==> src/rtl/fcd_pkg.sv <==
package fcd_pkg;
  typedef enum logic [1:0] {
    OP_STANDBY = 2'd0,
    OP_OUTDIS  = 2'd1,
    OP_READ    = 2'd2,
    OP_WRITE   = 2'd3
  } bus_op_e;

  typedef enum logic [1:0] {
    RQ_PROGRAM = 2'd0,
    RQ_SECTOR  = 2'd1,
    RQ_CHIP    = 2'd2,
    RQ_RESET   = 2'd3
  } req_kind_e;

  typedef enum logic [2:0] {
    S_IDLE, S_U1, S_U2, S_PSET, S_ESET, S_EU1, S_EU2
  } seq_state_e;
endpackage

==> src/rtl/fcd_sync.sv <==
module fcd_sync #(
  parameter int   W       = 1,
  parameter int   STAGES  = 2,
  parameter logic RST_ONE = 1'b1
) (
  input  logic         clk,
  input  logic         rst_n,
  input  logic [W-1:0] d,
  output logic [W-1:0] q
);
  logic [W-1:0] pipe [STAGES];

  always_ff @(posedge clk or negedge rst_n) begin
    if (!rst_n) begin
      for (int i = 0; i < STAGES; i++) pipe[i] <= {W{RST_ONE}};
    end else begin
      pipe[0] <= d;
      for (int i = 1; i < STAGES; i++) pipe[i] <= pipe[i-1];
    end
  end

  assign q = pipe[STAGES-1];
endmodule

==> src/rtl/fcd_bus_capture.sv <==
module fcd_bus_capture
  import fcd_pkg::*;
#(
  parameter int ADDR_W = 19,
  parameter int DATA_W = 8
) (
  input  logic              clk,
  input  logic              rst_n,
  input  logic              ce_s,
  input  logic              oe_s,
  input  logic              we_s,
  input  logic [ADDR_W-1:0] addr,
  input  logic [DATA_W-1:0] din,
  output logic [1:0]        bus_op,
  output logic              dout_en,
  output logic              wr_stb,
  output logic [ADDR_W-1:0] wr_addr,
  output logic [DATA_W-1:0] wr_data
);
  logic    wr_act, act_q, wr_start, wr_end;
  bus_op_e op_now;

  // Write window opens at the later strobe fall, closes at the earlier rise.
  assign wr_act   = ~ce_s & ~we_s & oe_s;
  assign wr_start = wr_act & ~act_q;
  assign wr_end   = ~wr_act & act_q;

  always_comb begin
    if (ce_s)                op_now = OP_STANDBY;
    else if (oe_s && !we_s)  op_now = OP_WRITE;
    else if (!oe_s && we_s)  op_now = OP_READ;
    else                     op_now = OP_OUTDIS;
  end

  always_ff @(posedge clk or negedge rst_n) begin
    if (!rst_n) begin
      act_q   <= 1'b0;
      wr_stb  <= 1'b0;
      wr_addr <= '0;
      wr_data <= '0;
      bus_op  <= OP_STANDBY;
      dout_en <= 1'b0;
    end else begin
      act_q   <= wr_act;
      wr_stb  <= wr_end;
      if (wr_start) wr_addr <= addr;
      if (wr_end)   wr_data <= din;
      bus_op  <= op_now;
      dout_en <= ~ce_s & ~oe_s & we_s;
    end
  end

  a_r5_strobe_after_window: assert property (@(posedge clk) disable iff (!rst_n)
    wr_stb |-> $past(act_q));
  a_r4_addr_held_in_window: assert property (@(posedge clk) disable iff (!rst_n)
    (act_q && wr_act) |=> $stable(wr_addr));
endmodule

==> src/rtl/fcd_seq.sv <==
module fcd_seq
  import fcd_pkg::*;
#(
  parameter int ADDR_W = 19,
  parameter int DATA_W = 8,
  parameter int CMD_AW = 11
) (
  input  logic              clk,
  input  logic              rst_n,
  input  logic              wr_stb,
  input  logic [ADDR_W-1:0] wr_addr,
  input  logic [DATA_W-1:0] wr_data,
  input  logic              req_ready,
  output logic              req_valid,
  output logic [1:0]        req_kind,
  output logic [ADDR_W-1:0] req_addr,
  output logic [DATA_W-1:0] req_data,
  output logic              rd_mode
);
  localparam logic [CMD_AW-1:0] A_1ST = CMD_AW'(11'h555);
  localparam logic [CMD_AW-1:0] A_2ND = CMD_AW'(11'h2AA);
  localparam logic [DATA_W-1:0] D_AA  = DATA_W'(8'hAA);
  localparam logic [DATA_W-1:0] D_55  = DATA_W'(8'h55);
  localparam logic [DATA_W-1:0] D_PRG = DATA_W'(8'hA0);
  localparam logic [DATA_W-1:0] D_ERS = DATA_W'(8'h80);
  localparam logic [DATA_W-1:0] D_CHP = DATA_W'(8'h10);
  localparam logic [DATA_W-1:0] D_SEC = DATA_W'(8'h30);
  localparam logic [DATA_W-1:0] D_RST = DATA_W'(8'hF0);

  seq_state_e state, state_nx;
  logic       accept, issue, is_a1, is_a2;
  req_kind_e  kind_nx;

  assign accept = wr_stb & ~req_valid;
  assign is_a1  = (wr_addr[CMD_AW-1:0] == A_1ST);
  assign is_a2  = (wr_addr[CMD_AW-1:0] == A_2ND);

  always_comb begin
    state_nx = S_IDLE;
    issue    = 1'b0;
    kind_nx  = RQ_RESET;
    unique case (state)
      S_IDLE: begin
        if (wr_data == D_RST) issue = 1'b1;
        else if (is_a1 && wr_data == D_AA) state_nx = S_U1;
      end
      S_U1:  if (is_a2 && wr_data == D_55) state_nx = S_U2;
      S_U2: begin
        if (is_a1 && wr_data == D_PRG)      state_nx = S_PSET;
        else if (is_a1 && wr_data == D_ERS) state_nx = S_ESET;
        else if (wr_data == D_RST)          issue = 1'b1;
      end
      S_PSET: begin
        issue   = 1'b1;
        kind_nx = RQ_PROGRAM;
      end
      S_ESET: if (is_a1 && wr_data == D_AA) state_nx = S_EU1;
      S_EU1:  if (is_a2 && wr_data == D_55) state_nx = S_EU2;
      S_EU2: begin
        if (is_a1 && wr_data == D_CHP) begin
          issue = 1'b1; kind_nx = RQ_CHIP;
        end else if (wr_data == D_SEC) begin
          issue = 1'b1; kind_nx = RQ_SECTOR;
        end
      end
      default: state_nx = S_IDLE;
    endcase
  end

  always_ff @(posedge clk or negedge rst_n) begin
    if (!rst_n) begin
      state     <= S_IDLE;
      req_valid <= 1'b0;
      req_kind  <= RQ_RESET;
      req_addr  <= '0;
      req_data  <= '0;
    end else begin
      if (req_valid && req_ready) req_valid <= 1'b0;
      if (accept) begin
        state <= state_nx;
        if (issue) begin
          req_valid <= 1'b1;
          req_kind  <= kind_nx;
          req_addr  <= wr_addr;
          req_data  <= wr_data;
        end
      end
    end
  end

  assign rd_mode = (state == S_IDLE);

  a_r11_hold_while_stalled: assert property (@(posedge clk) disable iff (!rst_n)
    (req_valid && !req_ready) |=> (req_valid && $stable(req_kind)
                                   && $stable(req_addr) && $stable(req_data)));
  a_r11_clear_on_transfer: assert property (@(posedge clk) disable iff (!rst_n)
    (req_valid && req_ready) |=> !req_valid);
  a_r6_request_needs_write: assert property (@(posedge clk) disable iff (!rst_n)
    $rose(req_valid) |-> $past(wr_stb));
  a_r11_state_frozen: assert property (@(posedge clk) disable iff (!rst_n)
    req_valid |=> $stable(state));
endmodule

==> src/rtl/flash_cmd_decoder.sv <==
module flash_cmd_decoder
  import fcd_pkg::*;
#(
  parameter int ADDR_W      = 19,
  parameter int DATA_W      = 8,
  parameter int CMD_AW      = 11,
  parameter int SECTOR_BITS = 3,
  parameter int SYNC_STAGES = 2
) (
  input  logic                   clk,
  input  logic                   rst_n,
  input  logic                   ce_n,
  input  logic                   oe_n,
  input  logic                   we_n,
  input  logic [ADDR_W-1:0]      addr,
  input  logic [DATA_W-1:0]      din,
  output logic [1:0]             bus_op,
  output logic                   dout_en,
  output logic                   rd_mode,
  output logic                   req_valid,
  input  logic                   req_ready,
  output logic [1:0]             req_kind,
  output logic [ADDR_W-1:0]      req_addr,
  output logic [DATA_W-1:0]      req_data,
  output logic [SECTOR_BITS-1:0] req_sector
);
  logic [2:0]        strobes_s;
  logic              wr_stb;
  logic [ADDR_W-1:0] wr_addr;
  logic [DATA_W-1:0] wr_data;

  fcd_sync #(.W(3), .STAGES(SYNC_STAGES), .RST_ONE(1'b1)) u_sync (
    .clk(clk), .rst_n(rst_n), .d({ce_n, oe_n, we_n}), .q(strobes_s)
  );

  fcd_bus_capture #(.ADDR_W(ADDR_W), .DATA_W(DATA_W)) u_cap (
    .clk(clk), .rst_n(rst_n),
    .ce_s(strobes_s[2]), .oe_s(strobes_s[1]), .we_s(strobes_s[0]),
    .addr(addr), .din(din),
    .bus_op(bus_op), .dout_en(dout_en),
    .wr_stb(wr_stb), .wr_addr(wr_addr), .wr_data(wr_data)
  );

  fcd_seq #(.ADDR_W(ADDR_W), .DATA_W(DATA_W), .CMD_AW(CMD_AW)) u_seq (
    .clk(clk), .rst_n(rst_n),
    .wr_stb(wr_stb), .wr_addr(wr_addr), .wr_data(wr_data),
    .req_ready(req_ready), .req_valid(req_valid), .req_kind(req_kind),
    .req_addr(req_addr), .req_data(req_data), .rd_mode(rd_mode)
  );

  assign req_sector = req_addr[ADDR_W-1 -: SECTOR_BITS];

  a_r3_drive_only_on_read: assert property (@(posedge clk) disable iff (!rst_n)
    dout_en |-> (bus_op == OP_READ));
  a_r3_standby_quiet: assert property (@(posedge clk) disable iff (!rst_n)
    (bus_op == OP_STANDBY) |-> !dout_en);
endmodule

==> config.mk <==
export PLATFORM = sky130hd
export DESIGN_NAME = flash_cmd_decoder
export DESIGN_NICKNAME = d
export VERILOG_FILES = /design/src/rtl/fcd_pkg.sv /design/src/rtl/fcd_sync.sv /design/src/rtl/fcd_bus_capture.sv /design/src/rtl/fcd_seq.sv /design/src/rtl/flash_cmd_decoder.sv
export SDC_FILE = /design/constraint.sdc
export NUM_CORES = 1
export LEC_CHECK = 0
export ABC_AREA = 1
export BUFFER_PORTS_ARGS = -buffer_cell sky130_fd_sc_hd__buf_2
export CORE_UTILIZATION = 48
export CTS_BUF_LIST = sky130_fd_sc_hd__clkbuf_4 sky130_fd_sc_hd__clkbuf_8 sky130_fd_sc_hd__clkbuf_16
export DETAILED_ROUTE_END_ITERATION = 7
export PLACE_DENSITY = 0.84
export SYNTH_ARGS = -nofsm -noshare
export SYNTH_HDL_FRONTEND = slang
export SYNTH_SLANG_ARGS = --single-unit
==> constraint.sdc <==
create_clock -name clk -period 1.43 [get_ports clk]
set_input_delay 0.0715 -clock clk [delete_from_list [all_inputs] [get_ports clk]]
set_output_delay 0.0715 -clock clk [all_outputs]
set_load 0.02 [all_outputs]
# Word level (Yosys, flattened, before mapping)
# Index checks and enable logic that the tools add are counted.
# word_totals
word_cells,76
ff_bits,71
inputBits,33
out_inout_bits,37
# op_classes
n_bitwise,13
reduce_logical,12
n_eq_ne,15
muxes,23
# op_table
op,n
$eq A8 B8 Y1 const B,4
$mux W3,5
$pmux W3 S5,1
$mux W2,6
$eq A11 B10 Y1 const B,1
$eq A11 B11 Y1 const B,1
$eq A3 B3 Y1 const B,3
$mux W1,9
$eq A8 B5 Y1 const B,1
$eq A8 B6 Y1 const B,1
$eq A8 B7 Y1 const B,1
$logic_and A1 B1 Y1,8
$and A1 B1 Y1,7
$eq A3 B2 Y1 const B,2
$not A1 Y1,6
$pmux W1 S4,1
$pmux W2 S2,1
$eq A3 B1 Y1 const B,1
$logic_not A3 Y1,1
$logic_not A1 Y1,2
$reduce_and A2 Y1,1

# Depth between registers and ports, before layout
# Gate-level depths: netlist (run 1).
# depth
depth_word,7
mapped_depth,12

# By module
# Synthesis (run 1) repeated with hierarchy kept, for this count alone.
# hier_totals
hier_cells,381
area_unflattened_um2,3309.4
# modules_own_cells
module,n_inst,cells_per_inst,area_per_inst_um2
fcd_seq,1,235,1779.2
fcd_bus_capture,1,134,1327.5
fcd_sync,1,9,180.2
flash_cmd_decoder,1,3,22.5

# Worst setup path after synthesis (run 1)
# No wires, ideal clock.
# synth_timing
path_kind,register -> register
start,"register u_sync.pipe, in the netlist u_sync.q[1]"
end,register u_cap.wr_addr[16]
synth_period_minus_slack_ns,1.572
required_time_ns,1.302
stages_incl_launch_ff,5
slack_ns,-0.142
arrival_time_ns,1.444
setup_time_ns,0.128
cell_sequence,dfstp_2 nand2_1 nor2_2 buf_2 mux2_1
# synth_via
elab_chain_len,2
# synth_lines
element,line,source
from (decl),fcd_sync.sv:11,logic [W-1:0] pipe [STAGES];
$and A1 B1 Y1,fcd_bus_capture.sv:24,assign wr_act = ~ce_s & ~we_s & oe_s;
$and A1 B1 Y1,fcd_bus_capture.sv:25,assign wr_start = wr_act & ~act_q;
to (signal assigned),fcd_bus_capture.sv:46,if (wr_start) wr_addr <= addr;
to (decl),fcd_bus_capture.sv:17,"output logic [ADDR_W-1:0] wr_addr,"
# Every way passes these cells.
# A chain may end at the register's enable or synchronous reset.

# Worst setup path after layout (run 1)
# layout_timing
start,register u_seq.state[1]
end,register u_seq.req_addr[12]
# layout_via
elab_chain_len,3
word_cells_on_any_way,6
# layout_lines
element,line,source
from (decl),fcd_seq.sv:30,"seq_state_e state, state_nx;"
from (signal assigned),fcd_seq.sv:80,state <= state_nx;
"$eq A3 B3 Y1, or another cell as far along",fcd_seq.sv:42,unique case (state)
$pmux W1 S4 (*),fcd_seq.sv:42,
$reduce_and A2 Y1 (no line) (*),-,
to (signal assigned),fcd_seq.sv:84,req_addr <= wr_addr;
to (decl),fcd_seq.sv:16,"output logic [ADDR_W-1:0] req_addr,"
# Every way passes the cells marked *; elsewhere a longest branch is shown, timed or not.

==> results of run 1 <==
==> layer usage <==
layer | GRT usage | vias to the layer above | wire [µm]
met5 | 0 | - | 0
met4 | 0.129 | 0 | 587
met3 | 0.0775 | 76 | 807
met2 | 0.446 | 215 | 4700
met1 | 0.319 | 1494 | 3670
li1 | - | 1403 | -
==> placed cells by master (no fill, tap or decap), types with 12 or more instances in the layout <==
cell type	instances
buf_2	69
buf_4	45
dfrtp_1	63
dlygate4sd3_1	32
inv_1	18
nand2_1	101
nand3_1	35
nand3_2	13
nor2_1	12
o21ai_0	14
==> cell families (layout without fill, tap and decap cells) <==
logic type | Yosys count | after routing
flops | 71 | 71
mux | 10 | 10
simple gates | 197 | 197
fa+ha+maj | 1 | 1
compound gates | 18 | 18
buf+inv | 40 | 198
==> sequential cells by signal, summed over array words and instances, names as in the netlist <==
signal / cells
u_sync.pipe: 3
u_seq.req_kind: 2
u_seq.req_data: 8
u_cap.wr_addr: 19
u_cap.act_q: 1
u_sync.q: 3
u_seq.state: 3
u_cap.wr_stb: 1
u_seq.req_addr: 19
u_cap.dout_en: 1
u_cap.wr_data: 8
u_cap.bus_op: 2
u_seq.req_valid: 1
==> cell type report <==
| class | instances | area [µm²] | area share |
|---|---|---|---|
| flip-flops and latches | 71 | 1790 | 0.390 |
| repair buffers | 156 | 1190 | 0.261 |
| clock buffers | 12 | 159 | 0.0347 |
| repair inverters | 1 | 7.51 | 0.00164 |
| inverters | 25 | 97.6 | 0.0213 |
| well taps | 75 | 93.8 | 0.0205 |
| clock inverters | 4 | 30.0 | 0.00656 |
| multi-input cells | 226 | 1210 | 0.264 |
==> worst reg2reg max path: stages (launching register included) <==
cell	delay, ps
dfrtp_1	400
inv_1	100
nor3_1	310
or2_1	200
nand2_1	90
nand2_2	110
buf_6	140
clkbuf_16	150
nand3_1	80
nand2_1	90
==> power breakdown <==
| group | switching, mW | internal (mW) | total, mW |
|---|---|---|---|
| registers | 0.132 | 2.20 | 2.33 |
| logic | 0.538 | 0.454 | 0.992 |
| clock network | 0.784 | 0.747 | 1.53 |
| total | 1.45 | 3.40 | 4.86 |
==> repair_timing <==
item | in CTS | in global routing
gates resized for setup | 8 | 35
hold endpoints to repair | 94 | 0
pin swaps | 1 | 12
endpoints found under the setup margin | 30 | 44
buffers inserted | 6 | 5
hold buffers | 32 | 0
gates cloned | 1 | 3
==> stage by stage <==
step | TNS, ps | instance area, µm² | setup WS [ps]
2_1_floorplan | 0 | 3070 | 0.288
3_3_place_gp | -2010 | 3750 | -82.2
3_5_place_dp | -4290 | 3750 | -180
4_1_cts | -2590 | 4350 | -115
5_1_grt | -10670 | 4580 | -361
6_report | -8030 | 4580 | -298
==> worst max path at each step <==
stage	cells past startpoint	slack, ps	to	startpoint
after detailed placement	11	-180	u_seq.req_addr[10]	u_cap.wr_data[2]
after floorplan	11	0.3	u_seq.req_addr[16]	u_cap.wr_data[2]
final	9	-300	u_seq.req_addr[12]	u_seq.state[1]
after CTS	11	-110	u_seq.req_addr[10]	u_cap.wr_data[0]
after global placement	11	-80	u_seq.req_data[6]	u_cap.wr_data[2]
after global routing	9	-360	u_seq.req_addr[13]	u_seq.state[1]
==> out/metrics.yaml, run 1 <==
outcome: "finished with violations"
violations: "setup timing"
muxShareOfSynthArea: 0.0372
synth_largest_area_cell: "dfrtp_1"
cts_buffers: 9
ios: 70
routabilityCongestion: 0.944
path_cells: "inv_1, nor3_1, or2_1, nand2_1, nand2_2, buf_6, clkbuf_16, nand3_1, nand2_1"
hold_violations: 0
drive_above_1_share: 0.400
min_path_type: "in -> async"
yosysWarnings: 0
worstSetupPathType: "reg -> reg"
synthSimpleGateAreaFrac: 0.278
cp_top_family: "simple AND/OR/NAND/NOR gates"
synthFlopType: "dfrtp_1"
die-area_mm2: 0.00662
antenna_cells: 0
grt_pass1_wl_mm: 12.9
ys_top_cells_by_count: "108 x nand2_1, 63 x dfrtp_1, 48 x nand3_1"
wl_per_cell_um: 17.1
nets: 524
synth_top_family_by_area: "simple AND/OR/NAND/NOR gates"
final_cells: 570
clkLatencyLatePin_ps: 360
grt_pass1_vias: 2829
numPortBuffers: 69
grt-ovfl-total: 0
chipHeight_um: 81.4
start_util: 0.505
period_needed_ps: 1730
skew_ps: 11.1
antenna_found_initial: 0
vdd_drop_max_mv: 0.651
finish.utilization: 0.765
core_mm2: 0.00599
layout-area-overhead-vs-synth_pct: 51.4
synth_seq_area_share: 0.591
setup_viol: 35
cp.required_ps: 1730
placedCellCount: 507
cpMostUsedCell: "nand2_1"
timing.rr.end: "u_seq.req_addr[12]"
synth_top_area_share: 0.521
root_buffer: "clkbuf_8"
rr_startpoint: "u_seq.state[1]"
synth_top_cells_by_area: "dfrtp_1 52%, nand2_1 13%, nand3_1 7.9%, dfstp_2 6.9%, mux2_2 3.0%"
slew_headroom: 0.755
leakage_nw: 2.40
dp_hpwl_mm: 4.81
syn-instance-count: 337
drv_slew: 0
synth_fa_ha_area_frac: 0.00414
clockBufferDepth: 2
rsz0062_at_grt: "yes"
synth_cell_types: 23
drt-initial-drc-count: 473
whs_ps: 267
path_clk_slew_ps: 80
synth-seq-cells: 71
h-tree-depth: 3
cts_tree: "yes"
grt_use_total: 0.269
slowest_delay_ps: 400
ff2ff_setup_slack_ps: -300
first_pass_iters: 6
syn_avg_cell_area_um2: 8.98
worstPathArrival_ps: 2030
path_buf_inv: 3
via_per_inst: 5.59
power.density_mw_per_mm2: 1060
die_w_um: 81.4
synth.most_common_cell: "nand2_1"
clock-sinks: 71
min_period_over_period: 1.21
antenna_left: 0
syn_nets: 371
synth_edf_count: 0
async_reset_ff_frac: 1.00
routed_wl_mm: 9.76
syn-cell-area_mm2: 0.00303
synth_xor_area_frac: 0
fillCellCount: 353
vias: 3188
cp_slowest_cell: "dfrtp_1"
setup_ws_ps: -298
crit_path_end_kind: "register"
rows: 28
power.total_mw: 4.86
drv_cap: 0
ff2ff_path_depth: 9
critPathLaunchType: "register"
worst-path-max-fanout: 11
worstMarginPinSlew_ps: 368
drc_errors: 0
clock.fmax_ghz: 0.579
synth_compound_area_frac: 0.0298
grt_start_max_net_pins: 72
Power figures use the tool's default switching activity.
==> run 2: changes to the inputs <==
- CTS_BUF_LIST: sky130_fd_sc_hd__clkbuf_4 sky130_fd_sc_hd__clkbuf_8 sky130_fd_sc_hd__clkbuf_16 -> not set
- MAX_ROUTING_LAYER: not set -> met4
- SETUP_SLACK_MARGIN: not set -> 0.2
==> out/metrics.yaml, run 2 (synthesized netlist as in run 1, its figures left out) <==
outcome: "finished with violations"
violations: "setup timing"
cpMostUsedCell: "nand2_1"
ff2ff_setup_slack_ps: -360  # -60 ps
hold_violations: 0  # unchanged
power.total_mw: 5.32  # +9.6%
endpoint: "u_seq.req_addr[9]"
cts_tree: "yes"
leakage_nw: 2.62  # +8.9%
cp_slowest_cell: "dfrtp_1"
timing.rr.end: "u_seq.req_addr[9]"
grt-ovfl-total: 0  # unchanged
regArea_mm2: 0.00179  # unchanged
clkLatencyLatePin_ps: 360  # about the same
start_util: 0.505  # unchanged
multiInputGateArea_mm2: 0.00135  # +11%
finish.utilization: 0.818  # +0.0530
antenna_left: 0  # unchanged
ff2ff_path_depth: 12  # +3
largest_registers: "u_cap.wr_addr: 19 flops, u_seq.req_addr: 19 flops"
drv_cap: 0  # unchanged
rows: 28  # unchanged
drv_slew: 0  # unchanged
crit_cells: 12  # +3
h-tree-depth: 3  # unchanged
via_per_inst: 5.78  # +3.4%
worst-path-max-fanout: 14  # +3
power.density_mw_per_mm2: 1090  # +2.5%
antenna_cells: 0  # unchanged
layout_commonest_cell: "nand2_1"
clock.fmax_ghz: 0.559  # -3.4%
final_cell_mix: "81 x nand2_1, 68 x buf_2, 63 x dfrtp_1, 47 x nand3_1, 46 x buf_4"
vdd_drop_max_mv: 0.791  # +21%
cp-startpoint: "u_cap.wr_data[4]"
vias: 3359  # +5.4%
grt_use_total: 0.315  # +0.0459
skew_ps: 10.7  # -0.403 ps
rr_startpoint: "u_cap.wr_data[4]"
core_mm2: 0.00599  # unchanged
worstPathArrival_ps: 2030  # about the same
drt-initial-drc-count: 395  # -16%
routabilityCongestion: 0.995  # +5.4%
worstSetupPathType: "reg -> reg"
cts_buffers: 9  # unchanged
layout-area-overhead-vs-synth_pct: 61.9
grt_start_max_net_pins: 72  # unchanged
die-area_mm2: 0.00662  # unchanged
period_needed_ps: 1790  # +61.3 ps
path_buf_inv: 2  # -1
setup_viol: 43  # +23%
drive_above_1_share: 0.445  # +0.0447
critPathLaunchType: "register"
routed_wl_mm: 11.2  # +15%
worstMarginPinSlew_ps: 401  # +32.6 ps
setup_ws_ps: -359  # -61.3 ps
ios: 70  # unchanged
die_w_um: 81.4  # unchanged
clockBufferDepth: 2  # unchanged
root_buffer: "clkbuf_8"
final_area_mm2: 0.00490  # +6.9%
rsz0062_at_grt: "yes"
cp.required_ps: 1670  # -60 ps
drc_errors: 0  # unchanged
antenna_found_initial: 0  # unchanged
chipHeight_um: 81.4  # unchanged
grt_pass1_wl_mm: 14.5  # +13%
min_path_type: "in -> async"
nets: 535  # +2.1%
crit_path_end_kind: "register"
slew_headroom: 0.731  # -0.0238
dp_hpwl_mm: 5.16  # +7.2%
wl_per_cell_um: 19.3  # +13%
path_cells: "nand2_1, clkinv_1, nand3_1, nor2_1, nor2_1, nand2_2, nand2_2, nand2_4, nand2_4, buf_12, nand2_1, nand2_1"
first_pass_iters: 6  # unchanged
place_area_mm2: 0.00375  # +0.13%
numPortBuffers: 69  # unchanged
cp_top_family: "simple AND/OR/NAND/NOR gates"
path_clk_slew_ps: 70  # about the same
grt_pass1_vias: 3041  # +7.5%
min_period_over_period: 1.25  # +0.0429
clock-sinks: 71  # unchanged
slowest_delay_ps: 450  # +50 ps
fillCellCount: 307  # -13%
==> run 2: cell count changes in the layout (fill, tap and decap cells not counted), sizes merged <==
| cell | delta |
|---|---|
| clkinvlp | -1 |
| bufinv | +2 |
| clkinv | -2 |
| buf | +12 |
==> run 2: how the worst min path moves through the flow <==
stage | from | end | slack [ps] | depth (start not counted)
2_1_floorplan | rst_n | u_cap.act_q | -220 | 0
3_5_place_dp | rst_n | u_seq.req_addr[17] | 130 | 2
4_1_cts | rst_n | u_seq.req_valid | 290 | 3
6_report | rst_n | u_seq.req_addr[17] | 280 | 3
3_3_place_gp | rst_n | u_seq.req_addr[16] | 120 | 2
5_1_grt | rst_n | u_seq.req_valid | 330 | 3
==> run 2: cell type report <==
cell class / instances / share of cell area
sequential: 71 / 0.365
multi-input combinational: 226 / 0.276
timing repair buffer: 167 / 0.273
clock buffer: 13 / 0.0304
inverter: 25 / 0.0220
tap: 75 / 0.0192
clock inverter: 3 / 0.0138
timing repair inverter: 1 / 0.00153
==> run 2: stage by stage <==
stage | hold slack, ps | worst slack, ps | cells | TNS [ps]
6_report | 277 | -359 | 581 | -10720
5_1_grt | 328 | -373 | 581 | -11470
4_1_cts | 289 | -137 | 571 | -3430
3_5_place_dp | 126 | -178 | 506 | -4840
3_3_place_gp | 119 | -86.4 | 506 | -2300
2_1_floorplan | -224 | 5.81 | 337 | 0
==> run 2: per-layer routing <==
metal | track usage | vias up | share of wire
met3 | 0.0697 | 96 | 0.082
met2 | 0.513 | 242 | 0.49
met5 | - | - | 0
met1 | 0.357 | 1597 | 0.35
met4 | 0.175 | 0 | 0.077
li1 | - | 1424 | -
==> run 2: tightest hold or removal path: stages <==
cell and delay [ps]:
dlygate4sd3_1 520, buf_2 120, buf_12 330
==> run 2: report_power, final <==
part	internal, mW	switching (mW)
sequential	2.20	0.165
combinational	0.568	0.600
clock	1.03	0.755
total	3.80	1.52
==> run 2: timing repair <==
item | 4_1_cts | 5_1_grt
gates resized for setup | 42 | 68
endpoints found under the setup margin | 48 | 59
buffers inserted | 14 | 9
pin swaps | 14 | 15
cloned | 3 | 1
endpoints found under the hold margin | 94 | 0
hold buffers | 32 | 0
==> run 3: changes to the inputs <==
- RECOVER_POWER: not set -> 25
==> out/metrics.yaml, run 3 (synthesized netlist as in run 1, its figures left out) <==
outcome: "finished with violations"
violations: "setup timing"
ff2ff_path_depth: 12  # unchanged
largest_registers: "u_cap.wr_addr: 19 flops, u_seq.req_addr: 19 flops"
crit_path_end_kind: "register"
p_switching_mw: 1.52  # +0.20%
cp_slowest_cell: "dfrtp_1"
grt_use_total: 0.315  # unchanged
drv_cap: 0  # unchanged
timing.rr.end: "u_seq.req_addr[9]"
drv_slew: 0  # unchanged
core_mm2: 0.00599  # unchanged
final_area_mm2: 0.00489  # -0.26%
path_clk_slew_ps: 80  # about the same
die_w_um: 81.4  # unchanged
path_cells: "nand2_1, clkinv_1, nand3_1, nor2_1, nor2_1, nand2_2, nand2_2, nand2_4, nand2_4, buf_12, nand2_1, nand2_1"
worstSetupPathType: "reg -> reg"
nets: 535  # unchanged
clockPowerShare: 0.336  # about the same
p_int_mw: 3.80  # -0.11%
worstMarginPinSlew_ps: 958  # +558 ps
chipHeight_um: 81.4  # unchanged
drc_errors: 0  # unchanged
vdd_drop_max_mv: 0.790  # -0.21%
power.total_mw: 5.32  # about the same
place_ws_ps: -178  # unchanged
worst-path-max-fanout: 14  # unchanged
place_area_mm2: 0.00375  # unchanged
min_path_type: "in -> reg"
final_cells: 581  # unchanged
switching_share: 0.286  # +0.000633
worstHoldEndpoint: "u_sync.pipe[4]"
grt_pass1_wl_mm: 14.5  # unchanged
antenna_cells: 0  # unchanged
root_buffer: "clkbuf_8"
via_per_inst: 5.84  # +1.0%
grt-ovfl-total: 0  # unchanged
setup_ws_ps: -413  # -53.5 ps
layout-area-overhead-vs-synth_pct: 61.5
holdPathStages: 2
tns_ps: -12440  # -1720 ps
clock.fmax_ghz: 0.543  # -2.9%
hold_start: "oe_n"
power.density_mw_per_mm2: 1090  # +0.24%
whs_ps: 356  # +79.3 ps
grt_pass1_vias: 3041  # unchanged
antenna_found_initial: 0  # unchanged
skew_ps: 13.4  # +2.74 ps
setup_viol: 43  # unchanged
routabilityCongestion: 0.995  # unchanged
clkLatencyLatePin_ps: 350  # about the same
routed_wl_mm: 11.3  # +0.22%
power_frac_seq: 0.444  # about the same
period_needed_ps: 1840  # +53.5 ps
rr_startpoint: "u_cap.wr_data[4]"
h-tree-depth: 3  # unchanged
clockBufferDepth: 2  # unchanged
rows: 28  # unchanged
vias: 3393  # +1.0%
hold_violations: 0  # unchanged
cp_top_family: "simple AND/OR/NAND/NOR gates"
fillCellCount: 307  # unchanged
p_comb_frac: 0.219  # about the same
die-area_mm2: 0.00662  # unchanged
path_buf_inv: 2  # unchanged
dp_hpwl_mm: 5.16  # unchanged
drt-initial-drc-count: 438  # +11%
slew_headroom: 0.361  # -0.370
cpMostUsedCell: "nand2_1"
final_cell_mix: "81 x nand2_1, 68 x buf_2, 63 x dfrtp_1, 47 x nand3_1, 46 x buf_4"
grt_start_max_net_pins: 72  # unchanged
cp.required_ps: 1670  # about the same
first_pass_iters: 6  # unchanged
ios: 70  # unchanged
placedCellCount: 506  # unchanged
cts_tree: "yes"
min_period_over_period: 1.29  # +0.0374
clock-sinks: 71  # unchanged
slowest_delay_ps: 460  # about the same
drive_above_1_share: 0.445  # unchanged
wl_per_cell_um: 19.4  # +0.22%
critPathLaunchType: "register"
rsz0062_at_grt: "yes"
worstPathArrival_ps: 2080  # +50 ps
layout_commonest_cell: "nand2_1"
antenna_left: 0  # unchanged
start_util: 0.505  # unchanged
leakage_nw: 2.61  # -0.18%
ff2ff_setup_slack_ps: -410  # -50 ps
numPortBuffers: 69  # unchanged
cts_buffers: 9  # unchanged
finish.utilization: 0.816  # -0.00209
-- run 3: cell types whose count changed in the layout (fill, tap and decap cells not counted) --
cell | before | now
buf_12 | 5 | 4
clkbuf_4 | 0 | 1
-- run 3: area by class of cell --
type	count	area [µm²]	area share
Clock buffer	13	149	0.0305
Multi-Input combinational cell	226	1350	0.276
Timing Repair Buffer	167	1320	0.271
Inverter	25	108	0.0220
Clock inverter	3	67.6	0.0138
Tap cell	75	93.8	0.0192
Timing Repair inverter	1	7.51	0.00154
Sequential cell	71	1790	0.366
-- run 3: worst max-delay path by stage --
stage,startpoint,to,cells after the start
6_report,u_cap.wr_data[4],u_seq.req_addr[9],12
5_1_grt,u_cap.wr_data[1],u_seq.req_addr[14],11
4_1_cts,u_cap.wr_data[0],u_seq.req_data[2],11
3_5_place_dp,u_cap.wr_data[1],u_seq.req_addr[16],11
3_3_place_gp,u_cap.wr_data[4],u_seq.req_addr[13],12
2_1_floorplan,u_cap.wr_data[2],u_seq.req_addr[16],11
-- run 3: timing repair --
| item | in CTS | in global routing |
|---|---|---|
| pin swaps | 14 | 15 |
| gates cloned | 3 | 1 |
| hold endpoints to repair | 94 | 0 |
| gates resized for setup | 42 | 68 |
| hold buffers | 32 | 0 |
| setup buffers | 14 | 9 |
| setup endpoints to repair | 48 | 59 |
-- run 3: layer usage --
layer | vias to the layer above | GRT usage | wire [µm]
met5 | - | - | 0
met4 | 0 | 0.175 | 782
met3 | 100 | 0.0697 | 975
met2 | 265 | 0.513 | 5620
met1 | 1607 | 0.357 | 3880
li1 | 1421 | - | -
-- run 3: power by group through the flow --
| stage | Sequential [mW] | Combinational (mW) | Clock (mW) |
|---|---|---|---|
| 2_1_floorplan | 2.40 | 0.285 | 0 |
| 3_3_place_gp | 2.34 | 0.707 | 0 |
| 3_5_place_dp | 2.35 | 0.737 | 0 |
| 4_1_cts | 2.32 | 0.961 | 1.78 |
| 5_1_grt | 2.38 | 1.21 | 1.90 |
| 6_report | 2.37 | 1.17 | 1.79 |
